===== config.mk =====
export PLATFORM = sky130hd
export DESIGN_NAME = flash_status_ctrl
export DESIGN_NICKNAME = d
export VERILOG_FILES = /design/src/rtl/fsr_pkg.sv /design/src/rtl/fsr_ctrl.sv /design/src/rtl/fsr_datapath.sv /design/src/rtl/flash_status_ctrl.sv
export SDC_FILE = /design/constraint.sdc
export NUM_CORES = 1
export LEC_CHECK = 0
export ABC_AREA = 1
export BUFFER_PORTS_ARGS = -buffer_cell sky130_fd_sc_hd__buf_2
export CAP_MARGIN = 20
export CORE_MARGIN = 2
export CORE_UTILIZATION = 24
export DETAILED_ROUTE_END_ITERATION = 10
export GPL_TIMING_DRIVEN = 0
export PLACE_DENSITY = 0.53
export SETUP_SLACK_MARGIN = 0.4
export SLEW_MARGIN = 40
export SYNTH_ARGS = -nofsm -noshare
export SYNTH_HDL_FRONTEND = slang
export SYNTH_HIERARCHICAL = 1
export SYNTH_SLANG_ARGS = --single-unit

===== constraint.sdc =====
create_clock -name clk -period 1.5 [get_ports clk]
set_input_delay 0.15 -clock clk [delete_from_list [all_inputs] [get_ports clk]]
set_output_delay 0.15 -clock clk [all_outputs]
set_load 0.01 [all_outputs]

===== src/rtl/fsr_pkg.sv =====
package fsr_pkg;
  localparam int STAT_W  = 8;
  localparam int WIP_POS = 0;
  localparam int WEL_POS = 1;
  localparam int NV_LO   = 2;
  localparam int NV_W    = STAT_W - NV_LO;

  // strobes from control to datapath
  typedef struct packed {
    logic setWip;
    logic clrWip;
    logic setWel;
    logic clrWel;
    logic loadNv;
  } statCtl_t;
endpackage


===== src/rtl/fsr_ctrl.sv =====
module fsr_ctrl
  import fsr_pkg::*;
(
  input  logic     cmdWren,
  input  logic     cmdWrdi,
  input  logic     cmdRdsr,
  input  logic     cmdWrsr,
  input  logic     cmdPp,
  input  logic     cmdSe,
  input  logic     cmdBe,
  input  logic     cmdCe,
  input  logic     cmdSusp,
  input  logic     wpN,
  input  logic     opDone,
  input  logic     wip,
  input  logic     wel,
  input  logic     srp,
  output statCtl_t ctl,
  output logic     cmdAccept,
  output logic     cmdReject
);
  logic anyCmd;
  logic peCmd;
  logic wrsrOk;

  assign peCmd  = cmdPp | cmdSe | cmdBe | cmdCe;
  assign anyCmd = cmdWren | cmdWrdi | cmdRdsr | cmdWrsr | cmdSusp | peCmd;
  assign wrsrOk = wel && !(srp && !wpN);

  always_comb begin
    ctl       = '0;
    cmdAccept = 1'b0;
    if (wip) begin
      // busy: only status read and suspend get through
      cmdAccept = cmdRdsr | cmdSusp;
      if (opDone) ctl.clrWip = 1'b1;
    end else if (cmdWren) begin
      cmdAccept  = 1'b1;
      ctl.setWel = 1'b1;
    end else if (cmdWrdi) begin
      cmdAccept  = 1'b1;
      ctl.clrWel = 1'b1;
    end else if (cmdRdsr) begin
      cmdAccept = 1'b1;
    end else if (cmdWrsr && wrsrOk) begin
      cmdAccept  = 1'b1;
      ctl.setWip = 1'b1;
      ctl.clrWel = 1'b1;
      ctl.loadNv = 1'b1;
    end else if (peCmd && wel) begin
      cmdAccept  = 1'b1;
      ctl.setWip = 1'b1;
      ctl.clrWel = 1'b1;
    end
  end

  assign cmdReject = anyCmd && !cmdAccept;
endmodule


===== src/rtl/fsr_datapath.sv =====
module fsr_datapath
  import fsr_pkg::*;
(
  input  logic              clk,
  input  logic              rstN,
  input  logic              factoryRstN,
  input  statCtl_t          ctl,
  input  logic [STAT_W-1:0] wrData,
  output logic              wip,
  output logic              wel,
  output logic [NV_W-1:0]   nvBits
);
  // volatile bits: cleared by power-on reset
  always_ff @(posedge clk or negedge rstN) begin
    if (!rstN) begin
      wip <= 1'b0;
      wel <= 1'b0;
    end else begin
      if (ctl.setWip)      wip <= 1'b1;
      else if (ctl.clrWip) wip <= 1'b0;
      if (ctl.setWel)      wel <= 1'b1;
      else if (ctl.clrWel) wel <= 1'b0;
    end
  end

  // non-volatile bits: survive power cycles
  always_ff @(posedge clk or negedge factoryRstN) begin
    if (!factoryRstN)    nvBits <= '0;
    else if (ctl.loadNv) nvBits <= wrData[STAT_W-1:NV_LO];
  end
endmodule


===== src/rtl/flash_status_ctrl.sv =====
module flash_status_ctrl
  import fsr_pkg::*;
(
  input  logic              clk,
  input  logic              rstN,
  input  logic              factoryRstN,
  input  logic              cmdWren,
  input  logic              cmdWrdi,
  input  logic              cmdRdsr,
  input  logic              cmdWrsr,
  input  logic [STAT_W-1:0] wrsrData,
  input  logic              cmdPp,
  input  logic              cmdSe,
  input  logic              cmdBe,
  input  logic              cmdCe,
  input  logic              cmdSusp,
  input  logic              wpN,
  input  logic              opDone,
  output logic [STAT_W-1:0] statusByte,
  output logic              cmdAccept,
  output logic              cmdReject,
  output logic              progEraseOk
);
  statCtl_t        ctl;
  logic            wip;
  logic            wel;
  logic [NV_W-1:0] nvBits;

  fsr_ctrl u_ctrl (
    .cmdWren(cmdWren), .cmdWrdi(cmdWrdi), .cmdRdsr(cmdRdsr), .cmdWrsr(cmdWrsr),
    .cmdPp(cmdPp), .cmdSe(cmdSe), .cmdBe(cmdBe), .cmdCe(cmdCe),
    .cmdSusp(cmdSusp), .wpN(wpN), .opDone(opDone),
    .wip(wip), .wel(wel), .srp(nvBits[NV_W-1]),
    .ctl(ctl), .cmdAccept(cmdAccept), .cmdReject(cmdReject)
  );

  fsr_datapath u_dp (
    .clk(clk), .rstN(rstN), .factoryRstN(factoryRstN),
    .ctl(ctl), .wrData(wrsrData),
    .wip(wip), .wel(wel), .nvBits(nvBits)
  );

  assign statusByte  = {nvBits, wel, wip};
  assign progEraseOk = wel & ~wip;
endmodule


==> flow_summary.toml <==
[power_and_ir_drop]
irDropWorstVdd_mv = 0.890
switching_share_pct = 38.7
switchingPower_uw = 439
total_power_mw = 1.13
pwr-share-clk_pct = 14.1
seqPwrFrac_pct = 34.3
combPwrFrac_pct = 51.6
power_density_nw_per_um2 = 1420
intPower_uw = 694
p_leak_nw = 0.475

[critical_path]
critPathCaptureType = "output pin"
regToRegSetupSlack_ns = 0.23
worstSetupStartpoint = "u_dp/wip"
critPathKind = "reg -> out"
start_kind = "flop"
timing.rr.end = "u_dp/nvBits[0]"
r2r_cells = 10
cp_data_required_time_ns = 1.35
crit_arrival_ns = 1.22
r2r-start = "u_dp/wip"
cp_max_fo = 2
endpoint = "cmdReject"

[clocking]
cts.sinks = 8
path_clk_slew_ns = 0.05
cts_buffers = 3
cts_tree = "yes"
root_buffer = "clkbuf_4"
clk_path_buf_depth = 2
insertion_delay_ns = 0.25
cts_htree_levels = 1

[sta]
slew_violations = 0
hold_ws_ns = 0.103
clock_skew_ns = 0.000690
tightest_slew_ns = 0.158
finalCriticalPeriod_ns = 1.37
final.setup.worst_slack_ns = 0.131
fin_crit_sh_pct = 91.3
finalSetupTns_ns = 0
fmax_ghz = 0.730
setup_viol = 0
finalHoldViolCount = 0
rsz0062_at_grt = "yes"
maxSlewHeadroom_pct = 89.5

[cells_and_area]
final_net_count = 139
syn2layout_area_growth_pct = 61.6
post-route-cell-area_sq_um = 801
final_cell_mix = "buf_2 (30), nand2_1 (28), inv_1 (11)"
drive_gt1_share_pct = 50.4
n_fill_cell = 244
layout.cells.most_common = "buf_2"
utilization_pct = 40.8
fin_cells = 142
diodes = 0

[synthesis]
synth_cell_types = 13
synth_compound_area_share_pct = 3.79
syn_inst = 72
synth_area_sq_um = 495
synthAdderAreaFrac_pct = 0
seq_area_frac_synth_pct = 40.4
yosys_warnings = 6
ys_ff_latch = 8
syn_area_per_cell_sq_um = 6.88
postSynthNetCount = 94
yosys-mux-area-fraction_pct = 0
synthSimpleGateAreaFrac_pct = 40.7
synth-xor-area-share_pct = 0
synth_top_family_by_area = "simple AND/OR/NAND/NOR gates"

[floorplan]
coreArea_sq_um = 1960
ios = 33
start_util_pct = 25.3
rows = 16
fp.dieArea_sq_um = 2440
fp.dieW_microns = 49.4
fp.dieH_microns = 49.4

[place]
dp_slack_ns = 0.242
placedCellCount = 129
gp_congestion = 0.701
dpl_cell_area_sq_um = 687
hpwl_microns = 900
port_buffers = 30

[global_routing]
grt.busiest_layer = "met2"
grt_overflow = 0
grt_usage_pct = 9.94
grt_pass1_vias = 501
grt_antenna_before_repair = 0
grt_pass1_wl_microns = 1910
met1_usage_pct = 12.1
met3_usage_pct = 2.76
met2_usage_pct = 16.4
grt_max_degree = 7

[drt]
routed_wirelength_microns = 1190
vias = 554
avgRoutedWirePerCell_microns = 8.39
drt_drc_violations_left = 0
dr.first_iter.drc_count = 6
drt_first_pass_iters = 4
avgViaCountPerCell = 3.90
ant_nets = 0

[run]
maxCapViolCount = 0

[status]
outcome = "completed"

[worst_hold_path]
hp-class = "in -> reg"
hold_depth = 3
registers in the layout, summed over array words and instances (netlist names):
register     count
u_dp/wip         1
u_dp/wel         1
u_dp/nvBits      6
per-layer routing:
metal	up-vias	wire [microns]
met3	0	86
li1	292	-
met2	23	550
met5	-	0
met4	0	0
met1	239	554
worst max-delay path: stages, from the launching register on:
cell and delay [ns]:
dfrtp_2 0.41, inv_2 0.06, nand2_4 0.05, nor2_4 0.09, nand3_2 0.10, a21oi_2 0.13, buf_2 0.14
power groups by stage:
stage	sequential, mW	combinational (mW)	clock (mW)
after floorplan	0.433	0.267	0
after global placement	0.407	0.480	0
after detailed placement	0.405	0.489	0
after CTS	0.385	0.563	0.170
after global routing	0.404	0.649	0.176
final	0.389	0.585	0.159
final cells by class:
cell class	count	area, sq um	area share (%)
Buffer	2	15.0	1.88
Clock buffer	3	22.5	2.81
Inverter	16	60.1	7.50
Multi-Input combinational cell	46	238	29.7
Sequential cell	8	201	25.2
Tap cell	27	33.8	4.22
Timing Repair Buffer	40	230	28.8
Yosys cell counts:
cell,count,area [sq um]
nor2_1,6,22.5
dfrtp_1,8,200
buf_4,2,15.0
nor2_2,1,6.26
nand2_1,29,109
nor2_4,2,22.5
inv_1,12,45.0
a21oi_1,2,10.0
a21oi_2,1,8.76
nand3_1,2,10.0
nand2_4,1,11.3
nand3_2,2,20.0
inv_2,4,15.0
worst min path at each step:
stage	start	endpoint	slack, ns
after floorplan	factoryRstN	u_dp/nvBits[0]	-0.15
after global placement	rstN	u_dp/wip	-0.06
after detailed placement	rstN	u_dp/wip	-0.06
after CTS	wrsrData[3]	u_dp/nvBits[1]	0.09
after global routing	wrsrData[7]	u_dp/nvBits[5]	0.11
final	wrsrData[7]	u_dp/nvBits[5]	0.10
timing repair:
action / CTS / global route
endpoints found under the hold margin: 8 / 0
gates resized for setup: 1 / 2
pin swaps: 1 / 0
hold buffers: 2 / 0
setup endpoints to repair: 12 / 13
setup buffers: 6 / 2
kinds of logic (layout without fill, tap and decap cells):
kind of cell | count (synthesis) | in the layout
buf+inv | 18 | 61
simple gates | 43 | 43
compound gates | 3 | 3
flops | 8 | 8
(Power assumes the default switching activity.)
